### src/rtl/dbt_pkg.sv
package dbt_pkg;
  typedef enum logic {
    HS_IDLE = 1'b0,
    HS_HOLD = 1'b1
  } hs_state_e;
endpackage

### src/rtl/dbt_handshake.sv
module dbt_handshake
  import dbt_pkg::*;
(
  input  logic clk,
  input  logic rst_n,
  input  logic req_i,
  output logic accept_o,
  output logic ack_o
);
  hs_state_e state_q, state_d;

  always_comb begin
    state_d = state_q;
    case (state_q)
      HS_IDLE: if (req_i)  state_d = HS_HOLD;
      HS_HOLD: if (!req_i) state_d = HS_IDLE;
      default: state_d = HS_IDLE;
    endcase
  end

  always_ff @(posedge clk or negedge rst_n) begin
    if (!rst_n) state_q <= HS_IDLE;
    else        state_q <= state_d;
  end

  assign accept_o = (state_q == HS_IDLE) && req_i;
  assign ack_o    = (state_q == HS_HOLD);
endmodule

### src/rtl/dbt_regbank.sv
module dbt_regbank #(
  parameter int ADDR_W   = 8,
  parameter int DATA_W   = 64,
  parameter int NUM_REGS = 8
) (
  input  logic              clk,
  input  logic              rst_n,
  input  logic              we_i,
  input  logic [ADDR_W-1:0] addr_i,
  input  logic [DATA_W-1:0] wdata_i,
  output logic [DATA_W-1:0] rd_data_o
);
  logic [NUM_REGS-1:0] hit;
  logic [DATA_W-1:0]   regs_q [NUM_REGS];

  for (genvar i = 0; i < NUM_REGS; i++) begin : g_reg
    assign hit[i] = (addr_i == ADDR_W'(i));
    always_ff @(posedge clk or negedge rst_n) begin
      if (!rst_n)               regs_q[i] <= '0;
      else if (we_i && hit[i])  regs_q[i] <= wdata_i;
    end
  end

  always_comb begin
    rd_data_o = '0;
    for (int k = 0; k < NUM_REGS; k++) begin
      if (hit[k]) rd_data_o = rd_data_o | regs_q[k];
    end
  end
endmodule

### src/rtl/dbg_reg_target.sv
module dbg_reg_target #(
  parameter int ADDR_W   = 8,
  parameter int DATA_W   = 64,
  parameter int NUM_REGS = 8
) (
  input  logic              clk,
  input  logic              rst_n,
  input  logic              req_i,
  input  logic [ADDR_W-1:0] addr_i,
  input  logic              wr_i,
  input  logic [DATA_W-1:0] wdata_i,
  output logic              ack_o,
  output logic [DATA_W-1:0] rdata_o
);
  logic              accept;
  logic              bank_we;
  logic [DATA_W-1:0] bank_rd;
  logic [DATA_W-1:0] rdata_q, rdata_d;
  logic              rdata_en;

  dbt_handshake u_hs (
    .clk      (clk),
    .rst_n    (rst_n),
    .req_i    (req_i),
    .accept_o (accept),
    .ack_o    (ack_o)
  );

  assign bank_we = accept && wr_i;

  dbt_regbank #(
    .ADDR_W   (ADDR_W),
    .DATA_W   (DATA_W),
    .NUM_REGS (NUM_REGS)
  ) u_bank (
    .clk       (clk),
    .rst_n     (rst_n),
    .we_i      (bank_we),
    .addr_i    (addr_i),
    .wdata_i   (wdata_i),
    .rd_data_o (bank_rd)
  );

  assign rdata_en = accept;
  assign rdata_d  = wr_i ? '0 : bank_rd;

  always_ff @(posedge clk or negedge rst_n) begin
    if (!rst_n)        rdata_q <= '0;
    else if (rdata_en) rdata_q <= rdata_d;
  end

  assign rdata_o = rdata_q;
endmodule

### config.mk
export PLATFORM = sky130hd
export DESIGN_NAME = dbg_reg_target
export DESIGN_NICKNAME = d
export VERILOG_FILES = /design/src/rtl/dbt_pkg.sv /design/src/rtl/dbt_handshake.sv /design/src/rtl/dbt_regbank.sv /design/src/rtl/dbg_reg_target.sv
export SDC_FILE = /design/constraint.sdc
export NUM_CORES = 1
export LEC_CHECK = 0
export BUFFER_PORTS_ARGS = -buffer_cell sky130_fd_sc_hd__buf_4
export CORE_MARGIN = 2
export CORE_UTILIZATION = 55
export CTS_CLUSTER_DIAMETER = 80
export DETAILED_ROUTE_END_ITERATION = 8
export PLACE_DENSITY = 0.83
export SYNTH_ARGS = -nofsm -noshare
export SYNTH_HDL_FRONTEND = slang
export SYNTH_SLANG_ARGS = --single-unit
### constraint.sdc
create_clock -name clk -period 5.7 [get_ports clk]
set_input_delay 1.425 -clock clk [delete_from_list [all_inputs] [get_ports clk]]
set_output_delay 1.425 -clock clk [all_outputs]
set_load 0.02 [all_outputs]
==> results_dict.tcl <==
set metrics [dict create \
    synth.top_cell.area_share_pct 56.9 \
    power_mw 8.32 \
    yosysSeqAreaShare_pct 56.9 \
    drc 0 \
    htree_levels 2 \
    power.leakage_nw 14.0 \
    die_w_um 219 \
    grt.overflow.total 0 \
    slew_headroom_pct 23.8 \
    die-height_um 219 \
    critPathRequiredTime_ns 6.17 \
    rr_worst_depth 6 \
    setup-tns-final_ns 0 \
    pre_cts_ws_ns 1.51 \
    crit_arrival_ns 4.15 \
    antenna_found_initial 3 \
    grt.total_usage_pct 27.6 \
    powerDensity_mw_per_mm2 288 \
    nFillCells 3322 \
    gp_congestion 0.773 \
    ant_nets 0 \
    final_cell_area_mm2 0.0289 \
    rsz0062_at_grt "no" \
    drt_pass1_iterations 8 \
    crit_start "req_i" \
    synth_area_leaders "dfrtp_1, mux2_2, mux4_2" \
    drv_cap 0 \
    fin_worst_skew_ns 0.0242 \
    path_class "primary input to flip-flop" \
    synth_seq_cells 577 \
    ys_top_cells_by_count "dfrtp_1, mux2_2, a22oi_1, clkbuf_1, mux2i_1" \
    yosys.area.top_type "dfrtp_1" \
    hold_viol 0 \
    initial_core_util_pct 55.8 \
    synth_cell_type_count 40 \
    first_global_vias 17400 \
    r2r_start "u_hs.ack_o" \
    final_cells 2539 \
    synth_area_mm2 0.0254 \
    cts_resized 0 \
    crit_path_start_kind "primary input" \
    layout_setup_ws_ns 2.02 \
    cp_max_fo 45 \
    synth_ff_type "dfrtp_1" \
    fin_util_pct 63.4 \
    synthMostInstantiatedCell "dfrtp_1" \
    clk-insertion-delay-late_ns 0.61 \
    cts_tree "built" \
    ff2ff_setup_slack_ns 2.56 \
    vias_per_cell 6.42 \
    rows 78 \
    cts_num_sinks 577 \
    syn_nets 1871 \
    grt_pass1_wl_um 101000 \
    area_growth_pct 13.7 \
    synthCells 1795 \
    cts_root_buf "clkbuf_16" \
    drv_slew 0 \
    whs_ns 0.479 \
    coreArea_mm2 0.0455 \
    hpwl_um 37300 \
    outcome "complete, no violations" \
    fin_nets 1969 \
    synth_edf_count 0 \
    min_period_ns 3.68 \
    num_vias 16300 \
    max-vdd-ir-drop_uv 238 \
    period_share_pct 64.6 \
    wl_per_cell_um 25.6 \
    drive_above_1_share_pct 43.9 \
    port_buffers 140 \
    drtIter0Drc 1537 \
    critPathCapture "u_bank.regs_q[157]" \
    numCtsBuffers 57 \
    placed_cell_area_mm2 0.0270 \
    syn_avg_cell_area_um2 14.1 \
    clkSlewWorstSetupHoldPaths_ns 0.06 \
    async_flop_share_pct 100 \
    max_freq_mhz 272 \
    rr_endpoint "u_bank.regs_q[157]" \
    wirelength_um 65000 \
    ctsHoldBuffers 0 \
    grt_start_max_net_pins 110 \
    min_path_type "flip-flop to flip-flop" \
    setup_viol 0 \
    dieArea_mm2 0.0479 \
    post-cts-setup-buffers 0 \
    yosys_warnings 0 \
    io_pins 141 \
    end_kind "flip-flop" \
    tightestPinTransition_ns 1.14 \
    dp.cells 2434 \
    clockBufferDepth 3 \
]
-- power breakdown --
part	internal, mW	total (mW)	switching [mW]
clock	2.16	3.73	1.56
sequential	4.15	4.18	0.0302
combinational	0.134	0.409	0.275
total	6.45	8.32	1.87
-- how the worst min path moves through the flow --
stage | slack (ns) | cells after the start | to | from
finish | 0.48 | 2 | rdata_o[11] | rdata_o[11]
global placement | 0.46 | 1 | u_bank.regs_q[195] | u_bank.regs_q[195]
CTS | 0.48 | 1 | u_bank.regs_q[195] | u_bank.regs_q[195]
detailed placement | 0.47 | 1 | u_bank.regs_q[195] | u_bank.regs_q[195]
global route | 0.50 | 1 | u_bank.regs_q[195] | u_bank.regs_q[195]
floorplan | 0.45 | 1 | u_bank.regs_q[195] | u_bank.regs_q[195]
-- cell usage in the layout (no fill, tap or decap), drive strengths merged --
cell type and count:
a211o 4, a21oi 40, a221o 19, a22o 36, a22oi 68, a2bb2oi 3
a31oi 2, a32oi 4, and2 6, and3 2, buf 178, bufinv 3
clkbuf 87, clkinv 9, clkinvlp 1, dfrtp 577, diode 3, inv 2
mux2 532, mux2i 62, mux4 41, nand2 34, nand2b 4, nand3 57
nand4 3, nor2 53, nor2b 9, nor3 19, nor3b 1, nor4 5
o21ai 28, o221ai 4, o22ai 19, o2bb2ai 20, o32a 1, or2 1
or3 1, or4 1
-- metal layers --
metal | wire length, um | vias to the layer above | track usage, % | share of wire [%]
met1 | 27100 | 8672 | 37.5 | 42
li1 | - | 6859 | - | -
met2 | 31500 | 626 | 45.0 | 48
met3 | 4370 | 152 | 4.52 | 6.7
met4 | 2030 | 0 | 10.6 | 3.1
met5 | 0 | - | 0 | 0
-- registers in the layout, indices dropped and copies added, names as in the netlist --
register / count
u_bank.regs_q: 512
u_hs.ack_o: 1
rdata_o: 64
-- worst max-delay path, stage by stage --
cell	delay (ns)
buf_4	0.10
nor2b_1	0.36
nand2_1	0.45
nor2_1	0.30
and3_4	0.81
buf_4	0.33
mux2_2	0.35
-- final cells by class --
type	instances	area, um^2	share of cell area, %
Antenna cell	3	7.51	0.0260
Clock buffer	87	1690	5.85
Clock inverter	15	160	0.555
Multi-Input combinational cell	1079	10400	36.0
Sequential cell	577	14400	50.0
Tap cell	600	751	2.60
Timing Repair Buffer	178	1410	4.90
-- cells by family (layout without fill, tap and decap cells) --
kind of cell / Yosys count / after routing / share of synthesized area, %
other: 0 / 3 / 0
AO/OA/AOI/OAI: 248 / 248 / 7.11
flip-flops: 577 / 577 / 56.9
buffers and inverters: 139 / 280 / 2.51
AND/OR/NAND/NOR: 196 / 196 / 3.82
multiplexers: 635 / 635 / 29.7
Note: power is estimated with default switching activity, not from simulation.
